File: config.mk
export PLATFORM = sky130hd
export DESIGN_NAME = dvg_mask_stack
export DESIGN_NICKNAME = d
export VERILOG_FILES = /design/src/rtl/dvg_pkg.sv /design/src/rtl/dvg_cmd_decode.sv /design/src/rtl/dvg_stack_mem.sv /design/src/rtl/dvg_mask_calc.sv /design/src/rtl/dvg_mask_stack.sv
export SDC_FILE = /design/constraint.sdc
export NUM_CORES = 1
export LEC_CHECK = 0
export ABC_AREA = 1
export BUFFER_PORTS_ARGS = -buffer_cell sky130_fd_sc_hd__buf_2
export CAP_MARGIN = 20
export CORE_UTILIZATION = 55
export DETAILED_ROUTE_END_ITERATION = 7
export GPL_ROUTABILITY_DRIVEN = 0
export PLACE_DENSITY_LB_ADDON = 0.08
export SLEW_MARGIN = 15
export SYNTH_ARGS = -nofsm -noshare
export SYNTH_HDL_FRONTEND = slang
export SYNTH_SLANG_ARGS = --single-unit
File: constraint.sdc
create_clock -name clk -period 16.07 [get_ports clk]
set_input_delay 0.8035 -clock clk [delete_from_list [all_inputs] [get_ports clk]]
set_output_delay 0.8035 -clock clk [all_outputs]
set_load 0.01 [all_outputs]
File: src/rtl/dvg_pkg.sv
package dvg_pkg;
    typedef enum logic [1:0] {
        CMD_NONE = 2'd0,
        CMD_PUSH = 2'd1,
        CMD_COMP = 2'd2,
        CMD_POP  = 2'd3
    } dvg_cmd_e;
endpackage

File: src/rtl/dvg_cmd_decode.sv
module dvg_cmd_decode
    import dvg_pkg::*;
(
    input  logic     push_i,
    input  logic     comp_i,
    input  logic     pop_i,
    input  logic     empty_i,
    input  logic     full_i,
    output dvg_cmd_e cmd_o,
    output logic     ovf_o,
    output logic     unf_o
);
    // pop > complement > push; an erroneous command is dropped
    always_comb begin
        cmd_o = CMD_NONE;
        ovf_o = 1'b0;
        unf_o = 1'b0;
        if (pop_i) begin
            if (empty_i) unf_o = 1'b1;
            else         cmd_o = CMD_POP;
        end else if (comp_i) begin
            if (empty_i) unf_o = 1'b1;
            else         cmd_o = CMD_COMP;
        end else if (push_i) begin
            if (full_i)  ovf_o = 1'b1;
            else         cmd_o = CMD_PUSH;
        end
    end
endmodule

File: src/rtl/dvg_stack_mem.sv
module dvg_stack_mem #(
    parameter int LANES = 32,
    parameter int DEPTH = 8,
    localparam int IDX_W = $clog2(DEPTH)
) (
    input  logic             clk,
    input  logic             rst_n,
    input  logic             wr_en_i,
    input  logic [IDX_W-1:0] wr_idx_i,
    input  logic [LANES-1:0] wr_mask_i,
    input  logic [LANES-1:0] wr_pred_i,
    input  logic [IDX_W-1:0] rd_idx_i,
    output logic [LANES-1:0] rd_mask_o,
    output logic [LANES-1:0] rd_pred_o
);
    logic [LANES-1:0] ent_mask_q [DEPTH];
    logic [LANES-1:0] ent_pred_q [DEPTH];

    for (genvar g = 0; g < DEPTH; g++) begin : g_entry
        logic sel;
        assign sel = wr_en_i && (wr_idx_i == IDX_W'(g));
        always_ff @(posedge clk) begin
            if (!rst_n) begin
                ent_mask_q[g] <= '0;
                ent_pred_q[g] <= '0;
            end else if (sel) begin
                ent_mask_q[g] <= wr_mask_i;
                ent_pred_q[g] <= wr_pred_i;
            end
        end
    end

    assign rd_mask_o = ent_mask_q[rd_idx_i];
    assign rd_pred_o = ent_pred_q[rd_idx_i];
endmodule

File: src/rtl/dvg_mask_calc.sv
module dvg_mask_calc
    import dvg_pkg::*;
#(
    parameter int LANES = 32
) (
    input  dvg_cmd_e         cmd_i,
    input  logic [LANES-1:0] cur_mask_i,
    input  logic [LANES-1:0] pred_i,
    input  logic [LANES-1:0] top_mask_i,
    input  logic [LANES-1:0] top_pred_i,
    output logic [LANES-1:0] next_mask_o
);
    always_comb begin
        unique case (cmd_i)
            CMD_PUSH: next_mask_o = cur_mask_i & pred_i;
            CMD_COMP: next_mask_o = top_mask_i & ~top_pred_i;
            CMD_POP:  next_mask_o = top_mask_i;
            default:  next_mask_o = cur_mask_i;
        endcase
    end
endmodule

File: src/rtl/dvg_mask_stack.sv
module dvg_mask_stack
    import dvg_pkg::*;
#(
    parameter int LANES = 32,
    parameter int DEPTH = 8,
    localparam int IDX_W = $clog2(DEPTH),
    localparam int CNT_W = $clog2(DEPTH + 1)
) (
    input  logic             clk,
    input  logic             rst_n,
    input  logic [LANES-1:0] pred_i,
    input  logic             push_i,
    input  logic             comp_i,
    input  logic             pop_i,
    output logic [LANES-1:0] mask_o,
    output logic             any_active_o,
    output logic             overflow_o,
    output logic             underflow_o
);
    typedef struct packed {
        logic [LANES-1:0] mask;
        logic [CNT_W-1:0] depth;
        logic             ovf;
        logic             unf;
    } state_t;

    state_t s_d, s_q;

    dvg_cmd_e         cmd;
    logic             dec_ovf, dec_unf;
    logic             empty, full;
    logic [CNT_W-1:0] top_ptr;
    logic [LANES-1:0] top_mask, top_pred, nxt_mask;
    logic [CNT_W-1:0] stack_depth;

    assign empty       = (s_q.depth == '0);
    assign full        = (s_q.depth == CNT_W'(DEPTH));
    assign top_ptr     = s_q.depth - CNT_W'(1);
    assign stack_depth = s_q.depth;

    dvg_cmd_decode u_dec (
        .push_i (push_i),
        .comp_i (comp_i),
        .pop_i  (pop_i),
        .empty_i(empty),
        .full_i (full),
        .cmd_o  (cmd),
        .ovf_o  (dec_ovf),
        .unf_o  (dec_unf)
    );

    dvg_stack_mem #(.LANES(LANES), .DEPTH(DEPTH)) u_mem (
        .clk      (clk),
        .rst_n    (rst_n),
        .wr_en_i  (cmd == CMD_PUSH),
        .wr_idx_i (s_q.depth[IDX_W-1:0]),
        .wr_mask_i(s_q.mask),
        .wr_pred_i(pred_i),
        .rd_idx_i (top_ptr[IDX_W-1:0]),
        .rd_mask_o(top_mask),
        .rd_pred_o(top_pred)
    );

    dvg_mask_calc #(.LANES(LANES)) u_calc (
        .cmd_i      (cmd),
        .cur_mask_i (s_q.mask),
        .pred_i     (pred_i),
        .top_mask_i (top_mask),
        .top_pred_i (top_pred),
        .next_mask_o(nxt_mask)
    );

    always_comb begin
        s_d      = s_q;
        s_d.mask = nxt_mask;
        s_d.ovf  = dec_ovf;
        s_d.unf  = dec_unf;
        unique case (cmd)
            CMD_PUSH: s_d.depth = s_q.depth + CNT_W'(1);
            CMD_POP:  s_d.depth = s_q.depth - CNT_W'(1);
            default:  s_d.depth = s_q.depth;
        endcase
    end

    always_ff @(posedge clk) begin
        if (!rst_n) begin
            s_q.mask  <= '1;
            s_q.depth <= '0;
            s_q.ovf   <= 1'b0;
            s_q.unf   <= 1'b0;
        end else begin
            s_q <= s_d;
        end
    end

    assign mask_o       = s_q.mask;
    assign any_active_o = |s_q.mask;
    assign overflow_o   = s_q.ovf;
    assign underflow_o  = s_q.unf;
endmodule

Word-level counts from Yosys, hierarchy flattened
Memories as Yosys holds them, arrays and structs flattened.
Cells that the tools add are included.
Widths: inputs -> output; s select.
- bitwise gates (word level): 21
- order comparisons: 0
- shifts and indexed selects: 0
- $mul: 0
- add/sub/neg operators: 2
- eq/ne operators: 11
- divide/modulo/power cells: 0
- reductions and logical operators: 14
- mux-type cells: 53
- operators with widths (operator ; count):
    $mux 32 ; 16
    $pmux 32 s3 ; 1
    $and 32x32->32 ; 2
    $not 32->32 ; 1
    $reduce_or 32->1 ; 1
    $mux 1 ; 30
    $or 1x1->1 ; 16
    $eq 3x3->1 const B ; 4
    $mux 2 ; 5
    $logic_and 1x1->1 ; 8
    $pmux 4 s2 ; 1
    $eq 3x2->1 const B ; 2
    $add 4x1->4 const B ; 1
    $eq 2x2->1 const B ; 2
    $eq 4x4->1 const B ; 1
    $logic_not 4->1 ; 1
    $reduce_or 4->1 ; 1
    $sub 4x1->4 const B ; 1
    $eq 3x1->1 const B ; 1
    $logic_not 3->1 ; 1
    $reduce_bool 3->1 ; 1
    $eq 2x1->1 const B ; 1
    $not 1->1 ; 2
    $reduce_bool 2->1 ; 1
- memory bits (writable): 512
- memory bits (read-only): 0
- memories kept: 2
- word-level logic and storage cells: 107
- bits in latches: 0
- output and inout port bits: 35
- input port bits: 37
- register bits after elaboration: 38
- memory list (memory ; words ; width ; read ports ; clocked after memory_dff ; wr ports ; RTL line ; RTL):
    u_mem.ent_mask_q ; 8 ; 32 ; 1 ; 0 ; 8 ; dvg_stack_mem.sv:16 ; logic [LANES-1:0] ent_mask_q [DEPTH];
    u_mem.ent_pred_q ; 8 ; 32 ; 1 ; 0 ; 8 ; dvg_stack_mem.sv:17 ; logic [LANES-1:0] ent_pred_q [DEPTH];

Longest topological paths before layout
- word-level depth: 11
- depth in mapped cells: 17
- gate-level depth less buffers: 11

Hierarchy
From an unflattened synthesis, not the netlist that was laid out.
- cell total of the unflattened synthesis: 3364
- area, all modules: 28004.4 µm²
- by module, submodules not included (module ; times used ; seq. area each (µm²) ; area each (µm²) ; cells an instance):
    dvg_stack_mem ; 1 ; 15374.7 ; 25308.0 ; 2873
    dvg_mask_calc ; 1 ; 0.0 ; 1346.3 ; 335
    dvg_mask_stack ; 1 ; 760.7 ; 1306.3 ; 145
    dvg_cmd_decode ; 1 ; 0.0 ; 43.8 ; 11

Least setup slack after synthesis
No wires, ideal clock.
- path type: register -> register
- from: reg s_q, in the netlist stack_depth[0]
- to: mem u_mem.ent_mask_q[0][0] (enable)
- data required time: 15.496 ns
- data arrival time: 6.246 ns
- period minus slack after synthesis: 6.821 ns
- cell stages (with the launch flop): 12
- slack: 9.249 ns
- buffers on the path: 6
- library setup time: 0.574 ns
- cells stage by stage: dfxtp_1 > buf_2 > inv_2 > buf_2 > buf_2 > ha_1 > buf_4 > nand3_4 > nand3_4 > buf_6 > buf_2 > o21ai_0
- RTL lines (what ; RTL line ; RTL):
    from (decl) ; dvg_mask_stack.sv:27 ; state_t s_d, s_q;
    to (decl) ; dvg_stack_mem.sv:16 ;

==> run_results.csv <==
group,metric,value,unit
status,status,"completed",
detailed_routing,drt.antenna.violating_nets,0,
die,design.core.area,46600,µm²
global_routing,globalRoute.totalOverflow,0,
clocking,cts_tree,"yes",
detailed_routing,routed_wirelength,67900,µm
synth,yosysTopAreaCellShare,0.592,
cells_and_area,fillers,4011,
die,initial_core_util,0.558,
clocking,cts_sinks,550,
min_path,hp-class,"input port to register",
sta,skew,0.0200,ns
detailed_routing,vias_per_cell,5.49,
synth,netlist_area,26000,µm²
setup_path,endpoint_kind,"register",
sta,period_needed,4.56,ns
synth,synth_mux_area_frac,0,
synth,ys_ff_latch,550,
power_and_ir_drop,p_total,4.89,mW
synth,synth_xor_area_frac,0.00207,
setup_path,required,16.33,ns
setup_path,start_kind,"register",
detailed_routing,num_vias,19101,
die,die_area,48100,µm²
sta,drv_slew,0,
setup_path,critPathSlowestCell,"o21ai_4",
power_and_ir_drop,ir_worst_vdd,0.163,mV
clocking,cts_buffer_depth,3,
setup_path,critPathMaxFanout,113,
setup_path,crit_arrival,4.81,ns
clocking,path_clk_slew,0.06,ns
sta,holdWs,0.514,ns
sta,setup_viol,0,
clocking,cts.htree.levels,2,
clocking,worstSkewPairLatency,0.63,ns
synth,netlist_top_cells_area,"edfxtp_1 (59%), nand2_1 (11%), nor2_1 (8.9%)",
clocking,cts_buffers,57,
detailed_routing,wl_per_cell,19.5,µm
clocking,ctsResizeCount,0,
cells_and_area,fin_nets,2868,
sta,setup_tns,0,ns
flow_run,maxCapViolations,0,
sta,fin_crit_sh,0.284,
cells_and_area,area_growth_syn_to_layout,9.16,%
sta,grt_setup_unrepaired,"false",
synth,synth_fa_ha_area_frac,0.00337,
detailed_routing,drc_errors,0,
power_and_ir_drop,power.leakage,12.5,nW
synth,yosysWarnings,0,
sta,hold_viol,0,
cells_and_area,drive_gt1_frac,0.0766,
synth,syn_nets,2877,
synth,synth_top_family_by_area,"simple AND/OR/NAND/NOR gates",
cells_and_area,layout_commonest_cell,"nand2_1",
setup_path,worstPathCellList,"inv_8, ha_4, nand3_4, nand3_4, buf_4, o21ai_4, buf_4",
global_routing,track_usage,0.288,
synth,synth_simple_gate_area_frac,0.261,
synth,syn_area_per_cell,9.17,µm²
die,boundaryPins,72,
synth,yosysTopAreaCell,"edfxtp_1",
setup_path,path_class,"register to register",
global_routing,grt_pass1_vias,18309,
global_routing,antenna_found_initial,0,
cells_and_area,antennaDiodeCount,0,
synth,seq_area_frac_synth,0.621,
global_routing,grt_pass1_wl,105000,µm
global_routing,grt_max_degree,204,
die,fp-row-count,79,
detailed_routing,firstDrtPassIters,5,
sta,worst-slew-pin-transition,1.13,ns
synth,synth_cell_types,33,
setup_path,slowest_delay,0.95,ns
clocking,post_cts_buffers,0,
synth,syn_inst,2833,
placed_design,numPortBuffers,71,
die,die_h,219,µm
placed_design,hpwl,34200,µm
die,die_x,219,µm
clocking,holdBufCountCts,0,
power_and_ir_drop,power_density,173,nW/µm²
detailed_routing,drt_iter0_markers,1865,
setup_path,r2r_start,"stack_depth[0]$_SDFFE_PN0P_",
synth,synth-compound-area-share,0.0251,
sta,slew_headroom,0.247,
clocking,root_buffer,"clkbuf_16",
min_path,min_from,"pred_i[27]",
setup_path,critPathLaunch,"stack_depth[0]$_SDFFE_PN0P_",
cells_and_area,final_cell_mix,"nand2_1 (766), nor2_1 (613), edfxtp_1 (512)",
sta,max_freq,219,MHz
## final cells by class
class                      instances  area, µm²  area share
timing repair buffer             100        646      0.0228
tap                              607        759      0.0268
inverter                         318       1220      0.0430
multi-input combinational       1797       7690       0.271
sequential                       550      16100       0.569
clock buffer                      85       1650      0.0583
clock inverter                    22        265     0.00935
## cells in the mapped netlist
cell / n
nor2_2: 1
nor3_1: 1
nand3_1: 255
nand3_4: 4
buf_2: 83
buf_4: 5
inv_1: 276
nand2_1: 768
buf_6: 41
xor2_4: 1
nand2_4: 1
clkinv_8: 1
nand2_2: 1
inv_4: 1
xor2_1: 2
o21ai_1: 1
nor4_1: 2
edfxtp_1: 512
a21oi_1: 62
o22ai_1: 28
buf_1: 5
a31oi_4: 1
clkinv_1: 37
clkbuf_1: 34
dfxtp_1: 38
ha_1: 7
nand4_4: 6
nor2_1: 613
nand4_1: 13
o21ai_0: 28
inv_2: 3
xnor2_1: 1
nand3_2: 1
## worst paths after layout
check | end | slack (ns) | cells after the start
setup / recovery | u_mem.ent_pred_q[1][5]$_SDFFCE_PN0P_ | 11.51 | 7
hold reg to reg | stack_depth[3]$_SDFFE_PN0P_ | 0.53 | 2
setup reg to reg | u_mem.ent_pred_q[1][5]$_SDFFCE_PN0P_ | 11.51 | 7
hold / removal | mask_o[27]$_SDFFE_PN1P_ | 0.51 | 5
## routing by layer
layer | part of all wire | GRT usage
met5 | 0 | 0
met4 | 0.028 | 0.0998
met3 | 0.065 | 0.0345
met2 | 0.49 | 0.484
met1 | 0.42 | 0.385
## through the flow
stage          setup WS, ns  area [µm²]   util  instances
6_report              11.51       28400  0.609       3479
3_5_place_dp          11.52       26400  0.567       3369
5_1_grt               11.28       28400  0.609       3479
3_3_place_gp          11.42       26400  0.566       3368
2_1_floorplan          9.25       26000      -       2833
4_1_cts               11.51       28300  0.608       3476
## worst max-delay path: cells and delay by family, from the launching register on
family                     cells  cell delay (ns)
and+or+nand+nor                2             0.32
DFF                            1             0.84
buffers and inverters          3             1.57
AOI/OAI and AO/OA              1             0.95
adders and majority gates      1             0.37
## power by group
group	switching [mW]	total, mW	leakage, nW	internal (mW)
clock	0.559	1.36	0.949	0.806
combinational	1.27	1.77	5.98	0.499
sequential	0.0743	1.76	5.61	1.68
total	1.91	4.89	12.5	2.99
## kinds of logic (layout without fill, tap and decap cells)
group,count (synthesis),count (layout)
fa+ha+maj,7,7
simple gates,1666,1666
compound gates,120,120
buf+inv,486,525
xor+xnor,4,4
flops,550,550
## state kept, by name, summed over array words and instances (netlist names)
register,cells
mask_o,32
overflow_o,1
stack_depth,4
u_mem.ent_mask_q,256
u_mem.ent_pred_q,256
underflow_o,1
No activity file was read; power rests on OpenSTA's default activity.
